--- src/rtl/spiEngPkg.sv ---
package spiEngPkg;

  typedef enum logic [2:0] {
    OP_CMD,
    OP_READ,
    OP_RDSR,
    OP_WRITE,
    OP_WRSR,
    OP_WREN,
    OP_WRDI,
    OP_SKIP
  } opState_t;

  localparam logic [7:0] CODE_WREN = 8'h06;
  localparam logic [7:0] CODE_WRDI = 8'h04;
  localparam logic [7:0] CODE_RDSR = 8'h05;
  localparam logic [7:0] CODE_WRSR = 8'h01;
  localparam logic [7:0] CODE_READ = 8'h03;
  localparam logic [7:0] CODE_WRITE = 8'h02;

  // strobes from control to datapath, all valid for one clk
  typedef struct packed {
    logic capBit;     // a data bit is sampled this cycle
    logic addrShift;  // sampled bit belongs to the address
    logic dataByte;   // last bit of a write data byte
    logic statByte;   // last bit of the status-write byte
    logic openPage;   // accepted array write: empty the page buffer
    logic loadMem;    // falling edge: load next array byte
    logic loadStat;   // falling edge: load status byte
    logic shiftOut;   // falling edge: advance output shifter
    logic outClear;   // deselected: stop driving
    logic launchPage; // start committing the page buffer
  } strobe_t;

endpackage

--- src/rtl/spiEngCtrl.sv ---
module spiEngCtrl
  import spiEngPkg::*;
#(
  parameter int CNT_W = 10
) (
  input  logic    clk,
  input  logic    rstN,
  input  logic    csN,
  input  logic    sck,
  input  logic    si,
  input  logic    holdN,
  input  logic    busy,
  input  logic    wrPermit,
  output strobe_t stb,
  output logic    held,
  output logic    welSet,
  output logic    welClr,
  output logic    statWrReq
);

  localparam logic [CNT_W-1:0] CNT_MAX = '1;

  logic [CNT_W-1:0] bitCnt;
  logic [6:0] opShift;
  logic sckQ, csQ;
  opState_t opState, opNext;

  logic active, sckRise, sckFall, csRise, cntSat, byteEdge;

  assign active   = !csN && !held;
  assign sckRise  = active && sck && !sckQ;
  assign sckFall  = active && !sck && sckQ;
  assign csRise   = csN && !csQ;
  assign cntSat   = (bitCnt == CNT_MAX);
  assign byteEdge = (bitCnt[2:0] == 3'd0);

  // command decode on the eighth sampled bit
  always_comb begin
    case ({opShift, si})
      CODE_WREN:  opNext = OP_WREN;
      CODE_WRDI:  opNext = OP_WRDI;
      CODE_RDSR:  opNext = OP_RDSR;
      CODE_WRSR:  opNext = OP_WRSR;
      CODE_READ:  opNext = busy ? OP_SKIP : OP_READ;
      CODE_WRITE: opNext = busy ? OP_SKIP : OP_WRITE;
      default:    opNext = OP_SKIP;
    endcase
  end

  always_ff @(posedge clk or negedge rstN) begin
    if (!rstN) begin
      sckQ      <= 1'b0;
      csQ       <= 1'b1;
      held      <= 1'b0;
      bitCnt    <= '0;
      opShift   <= '0;
      opState   <= OP_CMD;
      welSet    <= 1'b0;
      welClr    <= 1'b0;
      statWrReq <= 1'b0;
    end else begin
      sckQ <= sck;
      csQ  <= csN;
      // pause follows holdN only while the serial clock is low
      if (csN) held <= 1'b0;
      else if (!sck) held <= !holdN;

      if (csN) begin
        bitCnt  <= '0;
        opShift <= '0;
        opState <= OP_CMD;
      end else if (sckRise) begin
        if (!cntSat) bitCnt <= bitCnt + 1'b1;
        if (bitCnt < 7) opShift <= {opShift[5:0], si};
        if (bitCnt == 7) opState <= opNext;
      end

      welSet    <= csRise && opState == OP_WREN && bitCnt == 8;
      welClr    <= csRise && opState == OP_WRDI && bitCnt == 8;
      statWrReq <= csRise && opState == OP_WRSR && bitCnt == 16 && wrPermit && !busy;
    end
  end

  always_comb begin
    stb            = '0;
    stb.capBit     = sckRise;
    stb.addrShift  = sckRise && (opState == OP_READ || opState == OP_WRITE)
                     && bitCnt >= 8 && bitCnt < 24;
    stb.dataByte   = sckRise && opState == OP_WRITE && bitCnt >= 24
                     && bitCnt[2:0] == 3'd7 && !cntSat;
    stb.statByte   = sckRise && opState == OP_WRSR && bitCnt == 15;
    stb.openPage   = sckRise && bitCnt == 7 && opNext == OP_WRITE;
    stb.loadMem    = sckFall && opState == OP_READ && bitCnt >= 24 && byteEdge;
    stb.loadStat   = sckFall && opState == OP_RDSR && bitCnt >= 8 && byteEdge;
    stb.shiftOut   = sckFall && !stb.loadMem && !stb.loadStat;
    stb.outClear   = csN;
    stb.launchPage = csRise && opState == OP_WRITE && bitCnt >= 32 && byteEdge
                     && !cntSat && wrPermit && !busy;
  end

  AST_HOLD_FREEZE: assert property (@(posedge clk) disable iff (!rstN)
    held && !csN |=> $stable(bitCnt));
  AST_ONE_ACTION: assert property (@(posedge clk) disable iff (!rstN)
    $onehot0({welSet, welClr, statWrReq, stb.launchPage}));
  AST_CNT_SATURATE: assert property (@(posedge clk) disable iff (!rstN)
    bitCnt == CNT_MAX |=> bitCnt == CNT_MAX || bitCnt == '0);

endmodule

--- src/rtl/spiEngData.sv ---
module spiEngData
  import spiEngPkg::*;
#(
  parameter int AW     = 15,
  parameter int PAGE_W = 6
) (
  input  logic          clk,
  input  logic          rstN,
  input  strobe_t       stb,
  input  logic          si,
  input  logic          held,
  input  logic [7:0]    memRdData,
  input  logic [7:0]    statusByte,
  output logic          soData,
  output logic          soEn,
  output logic [AW-1:0] memAddr,
  output logic          memWe,
  output logic [7:0]    memWdata,
  output logic [7:0]    statWrData,
  output logic          pageBusy
);

  localparam int PAGE  = 1 << PAGE_W;
  localparam int UPPER = AW - PAGE_W;

  logic [6:0]        inShift;
  logic [AW-1:0]     addrReg;
  logic [7:0]        outShift;
  logic              outOn;
  logic [7:0]        pageMem [PAGE];
  logic [PAGE-1:0]   pageVld;
  logic              walkOn;
  logic [PAGE_W-1:0] walkIdx;
  logic [UPPER-1:0]  walkBase;
  logic [7:0]        rxByte;

  assign rxByte = {inShift, si};

  always_ff @(posedge clk or negedge rstN) begin
    if (!rstN) begin
      inShift    <= '0;
      addrReg    <= '0;
      statWrData <= '0;
    end else begin
      if (stb.capBit) inShift <= {inShift[5:0], si};
      if (stb.addrShift) addrReg <= {addrReg[AW-2:0], si};
      else if (stb.dataByte) addrReg[PAGE_W-1:0] <= addrReg[PAGE_W-1:0] + 1'b1;
      else if (stb.loadMem) addrReg <= addrReg + 1'b1;
      if (stb.statByte) statWrData <= rxByte;
    end
  end

  // page buffer: contents need no reset, the valid flags do
  always_ff @(posedge clk) begin
    if (stb.dataByte) pageMem[addrReg[PAGE_W-1:0]] <= rxByte;
  end

  always_ff @(posedge clk or negedge rstN) begin
    if (!rstN) pageVld <= '0;
    else if (stb.openPage) pageVld <= '0;
    else if (stb.dataByte) pageVld[addrReg[PAGE_W-1:0]] <= 1'b1;
  end

  // commit walker: one buffer slot per cycle
  always_ff @(posedge clk or negedge rstN) begin
    if (!rstN) begin
      walkOn   <= 1'b0;
      walkIdx  <= '0;
      walkBase <= '0;
    end else if (stb.launchPage) begin
      walkOn   <= 1'b1;
      walkIdx  <= '0;
      walkBase <= addrReg[AW-1:PAGE_W];
    end else if (walkOn) begin
      walkIdx <= walkIdx + 1'b1;
      if (walkIdx == {PAGE_W{1'b1}}) walkOn <= 1'b0;
    end
  end

  assign memWe    = walkOn && pageVld[walkIdx];
  assign memWdata = pageMem[walkIdx];
  assign memAddr  = walkOn ? {walkBase, walkIdx} : addrReg;
  assign pageBusy = walkOn;

  // output shifter, updated on falling serial clock
  always_ff @(posedge clk or negedge rstN) begin
    if (!rstN) begin
      outShift <= '0;
      outOn    <= 1'b0;
    end else if (stb.outClear) begin
      outOn <= 1'b0;
    end else if (stb.loadMem) begin
      outShift <= memRdData;
      outOn    <= 1'b1;
    end else if (stb.loadStat) begin
      outShift <= statusByte;
      outOn    <= 1'b1;
    end else if (stb.shiftOut) begin
      outShift <= {outShift[6:0], 1'b0};
    end
  end

  assign soData = outShift[7];
  assign soEn   = outOn && !held;

  AST_SO_OFF_DESELECT: assert property (@(posedge clk) disable iff (!rstN)
    stb.outClear && $past(stb.outClear) |-> !soEn);
  AST_LAUNCH_IDLE: assert property (@(posedge clk) disable iff (!rstN)
    stb.launchPage |-> !walkOn);

endmodule

--- src/rtl/spiMemEngine.sv ---
module spiMemEngine
  import spiEngPkg::*;
#(
  parameter int AW     = 15,
  parameter int PAGE_W = 6,
  parameter int CNT_W  = 10
) (
  input  logic          clk,
  input  logic          rstN,
  input  logic          csN,
  input  logic          sck,
  input  logic          si,
  input  logic          holdN,
  output logic          soData,
  output logic          soEn,
  output logic [AW-1:0] memAddr,
  output logic          memWe,
  output logic [7:0]    memWdata,
  input  logic [7:0]    memRdData,
  input  logic [7:0]    statusByte,
  input  logic          devBusy,
  input  logic          wrPermit,
  output logic          welSet,
  output logic          welClr,
  output logic          statWrReq,
  output logic [7:0]    statWrData,
  output logic          pageBusy
);

  strobe_t stb;
  logic    held;
  logic    busyAll;

  assign busyAll = devBusy || pageBusy;

  spiEngCtrl #(.CNT_W(CNT_W)) u_ctrl (
    .clk(clk), .rstN(rstN), .csN(csN), .sck(sck), .si(si), .holdN(holdN),
    .busy(busyAll), .wrPermit(wrPermit), .stb(stb), .held(held),
    .welSet(welSet), .welClr(welClr), .statWrReq(statWrReq)
  );

  spiEngData #(.AW(AW), .PAGE_W(PAGE_W)) u_data (
    .clk(clk), .rstN(rstN), .stb(stb), .si(si), .held(held),
    .memRdData(memRdData), .statusByte(statusByte),
    .soData(soData), .soEn(soEn), .memAddr(memAddr), .memWe(memWe),
    .memWdata(memWdata), .statWrData(statWrData), .pageBusy(pageBusy)
  );

endmodule

--- config.mk ---
export PLATFORM = sky130hd
export DESIGN_NAME = spiMemEngine
export DESIGN_NICKNAME = d
export VERILOG_FILES = /design/src/rtl/spiEngPkg.sv /design/src/rtl/spiEngCtrl.sv /design/src/rtl/spiEngData.sv /design/src/rtl/spiMemEngine.sv
export SDC_FILE = /design/constraint.sdc
export NUM_CORES = 1
export LEC_CHECK = 0
export BUFFER_PORTS_ARGS = -buffer_cell sky130_fd_sc_hd__buf_2
export CAP_MARGIN = 20
export CORE_MARGIN = 1
export CORE_UTILIZATION = 45
export CTS_CLUSTER_DIAMETER = 150
export DETAILED_ROUTE_END_ITERATION = 10
export SYNTH_ARGS = -nofsm -noshare
export SYNTH_HDL_FRONTEND = slang
export SYNTH_SLANG_ARGS = --single-unit
--- constraint.sdc ---
create_clock -name clk -period 2.9 [get_ports clk]
set_input_delay 0 -clock clk [delete_from_list [all_inputs] [get_ports clk]]
set_output_delay 0 -clock clk [all_outputs]
set_load 0.02 [all_outputs]
# Word-level counts from Yosys, hierarchy flattened
# Memory sizes are Yosys's and may differ from the RTL's.
# Cells that the tools add are included.
dict set report totals {
  mem_count 1
  ram_bits 512
  output_inout_bits 38
  reg_bits 145
  in_bits 24
  wordCells 164
}
dict set report op_classes {
  order_cmp 8
  bitwise_logic 2
  n_addsub 4
  mux 38
  reduce_logical 69
  n_eq_ne 23
}
# memory words width rd rd_ports_with_merged_regs wr line_no
set memory_table {}
lappend memory_table {u_data.pageMem 64 8 1 0 1 spiEngData.sv:30} ;# logic [7:0] pageMem [PAGE];
# op count
set op_table {}
lappend op_table {{$mux 64} 2}
lappend op_table {{$or 64x64->64} 1}
lappend op_table {{$mux 15} 3}
lappend op_table {{$logic_and 1x1->1} 42}
lappend op_table {{$mux 10} 3}
lappend op_table {{$eq 8x3->1 const B} 3}
lappend op_table {{$mux 8} 3}
lappend op_table {{$mux 7} 3}
lappend op_table {{$eq 10x4->1 const B} 2}
lappend op_table {{$mux 6} 3}
lappend op_table {{$pmux 3 s6} 1}
lappend op_table {{$eq 8x2->1 const B} 2}
lappend op_table {{$add 15x1->15 const B} 1}
lappend op_table {{$mux 3} 5}
lappend op_table {{$lt 6x7->1 const B} 2}
lappend op_table {{$add 6x1->6 const B} 2}
lappend op_table {{$eq 3x3->1 const B} 4}
lappend op_table {{$mux 1} 12}
lappend op_table {{$reduce_bool 2->1} 6}
lappend op_table {{$add 10x1->10 const B} 1}
lappend op_table {{$eq 10x10->1 const B} 1}
lappend op_table {{$eq 10x3->1 const B} 1}
lappend op_table {{$eq 10x5->1 const B} 1}
lappend op_table {{$ge 10x4->1 const B} 1}
lappend op_table {{other kinds (20)} 39}

# Logic depth before layout (Yosys ltp)
dict set report logic_depth {
  ltp_word 13
  mapped_depth 11
  ltp_nobuf 7
}

# Cells and area by module
# A second synthesis with hierarchy kept.
dict set report unflattened {
  hier_cells 1615
  area_unflattened_um2 27091.0
}
# mod cells_each seq_area_each_um2 area_each_um2 n_inst
set modules_own_cells {}
lappend modules_own_cells {spiEngData 1456 18352.6 25608.3 1}
lappend modules_own_cells {spiEngCtrl 158 651.9 1476.4 1}
lappend modules_own_cells {spiMemEngine 1 0.0 6.3 1}

# Worst setup path before layout
# No wires, ideal clock.
dict set report synth_path {
  kind {register to register}
  from {register u_ctrl.held}
  to {memory u_data.pageMem[43][0] (enable)}
  arrival_time_ns 1.995
  period_less_slack_ns 2.366
  stages_incl_launch_ff 7
  setup_ns 0.370
  required_ns 2.530
  n_path_buf 1
  path_slack_ns 0.534
  path_cell_list {dfrtp_1 nor4b_2 and3_1 and3_1 clkbuf_1 nand3_1 nor2_1}
}
dict set report synth_via {
  elab_chain_cells 10
}
# element line_no
set synth_lines {}
lappend synth_lines {{start, declared} spiEngCtrl.sv:15} ;# output logic held,
lappend synth_lines {{start signal, assigned} spiEngCtrl.sv:66} ;# else if (!sck) held <= !holdN;
lappend synth_lines {{$logic_not 1->1} spiEngCtrl.sv:30} ;# assign active = !csN && !held;
lappend synth_lines {{$logic_and 1x1->1} spiEngCtrl.sv:30}
lappend synth_lines {{$logic_and 1x1->1 (2 in series)} spiEngCtrl.sv:31} ;# assign sckRise = active && sck && !sckQ;
lappend synth_lines {{$logic_and 1x1->1 (2 in series)} spiEngCtrl.sv:89} ;# stb.dataByte = sckRise && opState == OP_WRITE && bitCnt >= 24
lappend synth_lines {{$logic_and 1x1->1 (2 in series)} spiEngCtrl.sv:90} ;# && bitCnt[2:0] == 3'd7 && !cntSat;
lappend synth_lines {{$mux 1} spiEngData.sv:55} ;# if (stb.dataByte) pageMem[addrReg[PAGE_W-1:0]] <= rxByte;
lappend synth_lines {{$mux 1 (implied by the code)} spiEngData.sv:55}
lappend synth_lines {{end, declared} spiEngData.sv:30}
# Every way passes these cells.

# Worst setup path after layout
dict set report layout_path {
  from {register u_data.walkIdx[0]}
  to {output memWdata[0]}
}
dict set report layout_via {
  elab_chain_cells 1
}
# element line_no
set layout_lines {}
lappend layout_lines {{start, declared} spiEngData.sv:33} ;# logic [PAGE_W-1:0] walkIdx;
lappend layout_lines {{start signal, assigned} spiEngData.sv:75} ;# walkIdx <= walkIdx + 1'b1;
lappend layout_lines {{$mem_v2 64x8} -}
lappend layout_lines {{end, declared} spiMemEngine.sv:18} ;# output logic [7:0] memWdata,
# Every way passes these cells.

==> metrics.cfg <==
[outcome]
outcome=complete, but fails checks
violations=DRC, setup timing

[placement]
portBuffers=61
post-place-ws_ns=-0.0951
hpwl_microns=39800
gp_congestion=0.801

[timing]
fmax_ghz=0.334
rsz0062_at_grt=true
finalCritPeriodShare=1.03
period_needed_ns=2.99
setup_viol=7
finClkSkew_ns=0.0144
hold_violations=0
tightest_slew_ns=0.937
worst_slack_ns=-0.0918
timing.hold.ws_ns=0.0386
timing.final.max_slew_violations=0
slew_headroom=0.373
tns_ns=-0.438

[min_path]
hold_path_end=u_ctrl.opState[1]
min_path_type=input pin to flop
hp-start=devBusy
hold_depth=5

[synthesis]
ys_seq_area_frac=0.705
yosysTopAreaCellShare=0.570
synth_area_leaders=edfxtp_1 57%, dfrtp_1 13%, mux4_2 13%
ys_warn_count=0
yosysTopAreaCell=edfxtp_1
synth_seq_cells=657
synthCells=1593
syn_nets=1622
synth_edf_count=512
ys_async_sr_fraction=0.221
synth_cell_type_count=69
avgSynthCellArea_sq_um=16.9
ys.flop_type=edfxtp_1
syn_area_sq_um=27000

[power_and_ir_drop]
p_leak_nw=11.7
power.density_nw_per_um2=635
vdd_drop_max_mv=0.439
power_mw=20.4

[clocking]
cts-root-buf=clkbuf_16
cts_buffer_depth=3
cts_sinks=657
clk_pin_slew_worst_paths_ns=0.06
cts_buffers=70
htree_levels=3
clk_latency_ns=0.61
cts_tree=yes

[finish]
syn_to_final_growth_pct=19.5
final_net_count=1834
antenna_cells=0
drive_gt1_frac=0.305
fill_cells=4645
final_cell_mix=512 x edfxtp_1, 176 x nor2_1, 150 x mux4_2
layout_commonest_cell=edfxtp_1

[critical_path]
reg2regPathDepth=6
cpLargestDelayFamily=multiplexers
end_kind=primary output
crit_fanout=5
path_class=flop to primary output
arrival_ns=2.99
crit_slowest_cell=mux4_2
crit_path_start_kind=flop
path_cells=buf_12 > buf_12 > buf_16 > buf_4 > mux4_2 > mux4_2 > nand2_1 > nand3_2 > buf_6
worst-path-buf-inv=5
r2r_end=u_data.pageMem[8][4]
timing.rr.start=u_ctrl.bitCnt[0]
slowest_delay_ns=0.50
reg2reg_slack_ns=0.29
worstPathRequired_ns=2.90

[floorplanning]
row_count=89
fp.dieArea_sq_um=60900
initial_utilization=0.456
coreArea_sq_um=59100
die_h_microns=247
die_x_microns=247
top_level_ports=62

[routing]
routedWlPerCell_microns=25.0
ant_nets=0
vias=15200
drc=4
via_per_inst=5.78
routed_wl_microns=65700
drt_iter0_drc=1313
first_pass_iters=8

[global_routing]
met3_usage=0.0482
overflow=0
grt.busiest_layer=met2
met2_usage=0.349
grt_pass1_vias=15500
antenna_found_initial=2
grt_usage=0.222
use_met1=0.308
grt_max_degree=69
grt_pass1_wl_microns=98600

[flow_run]
drv_cap=0

report_power, final:
| part | total, mW | internal, mW | leakage, nW | switching (mW) |
|---|---|---|---|---|
| clock | 8.94 | 5.29 | 1.14 | 3.65 |
| sequential | 10.8 | 10.6 | 6.62 | 0.210 |
| combinational | 0.665 | 0.162 | 3.90 | 0.504 |
| total | 20.4 | 16.1 | 11.7 | 4.37 |
synth_stat cells (all sizes together), types with 6 or more instances:
master / count
and3: 12
a22oi: 6
nand4: 11
clkbuf: 54
nand2b: 9
a31oi: 10
inv: 10
o221ai: 9
nand3: 31
o21ai: 41
edfxtp: 512
mux2: 39
a21oi: 79
mux2i: 63
nand2: 81
xor2: 8
buf: 48
nor2b: 7
nor3: 11
nor2: 178
nand3b: 9
mux4: 150
dfrtp: 144
metal layers:
metal | wire length [microns] | vias to the layer above
li1 | - | 6661
met1 | 28100 | 7856
met2 | 31200 | 571
met3 | 4340 | 118
met4 | 2040 | 0
met5 | 0 | -
state kept, by name, indices dropped and copies added, names as in the netlist, 3 cells and up:
signal	flops
u_data.addrReg	15
u_data.outShift	8
u_ctrl.bitCnt	10
u_data.pageMem	512
u_data.statWrData	8
u_data.walkIdx	6
u_data.walkBase	9
u_data.pageVld	64
u_ctrl.opState	3
u_ctrl.opShift	7
u_data.inShift	7
cell type report:
class                           instances  area (sq um)  share of cell area
Clock buffer                           87          1930              0.0599
Clock inverter                         40           385              0.0120
Inverter                               11          41.3             0.00128
Multi-Input combinational cell        823          7630               0.237
Sequential cell                       657         19000               0.591
Tap cell                              773           967              0.0300
Timing Repair Buffer                  242          2230              0.0692
worst max-delay path by stage:
| stage | from | to | slack (ns) | cells after the start |
|---|---|---|---|---|
| finish | u_data.walkIdx[0] | memWdata[0] | -0.09 | 9 |
| global route | u_data.walkIdx[0] | memWdata[3] | -0.17 | 7 |
| CTS | u_data.walkIdx[0] | memWdata[7] | -0.14 | 8 |
| detailed placement | u_ctrl.bitCnt[0] | u_data.pageMem[54][5] | -0.1 | 8 |
| global placement | u_ctrl.held | u_data.pageMem[49][6] | -0.07 | 7 |
| floorplan | u_ctrl.held | u_data.pageMem[43][0] | 0.53 | 6 |
stage by stage:
step           cell area [sq um]   util  cells
2_1_floorplan              27000      -   1593
3_3_place_gp               28900  0.488   2450
3_5_place_dp               28900  0.488   2451
4_1_cts                    32000  0.541   2623
5_1_grt                    32200  0.545   2633
6_report                   32200  0.545   2633
timing repair:
item,4_1_cts,5_1_grt
pin swaps,8,7
endpoints found under the setup margin,257,12
resized for setup,53,25
hold endpoints to repair,178,0
hold buffers,27,0
buffers inserted,12,7
cloned,6,3
cells by family after synthesis:
| logic type | Yosys count | share of synthesized area |
|---|---|---|
| AOI/OAI and AO/OA | 175 | 0.0390 |
| DFF | 657 | 0.705 |
| muxes | 252 | 0.165 |
| adders and majority gates | 5 | 0.00232 |
| and+or+nand+nor | 379 | 0.0661 |
| buffers and inverters | 113 | 0.0185 |
| xor gates and xnor gates | 12 | 0.00390 |
tightest hold or removal path: stages:
cell     delay (ns)
buf_2          0.09
o21ai_0        0.08
a31oi_1        0.23
nor3_1         0.08
a21oi_1        0.11
Power figures use the tool's default switching activity.
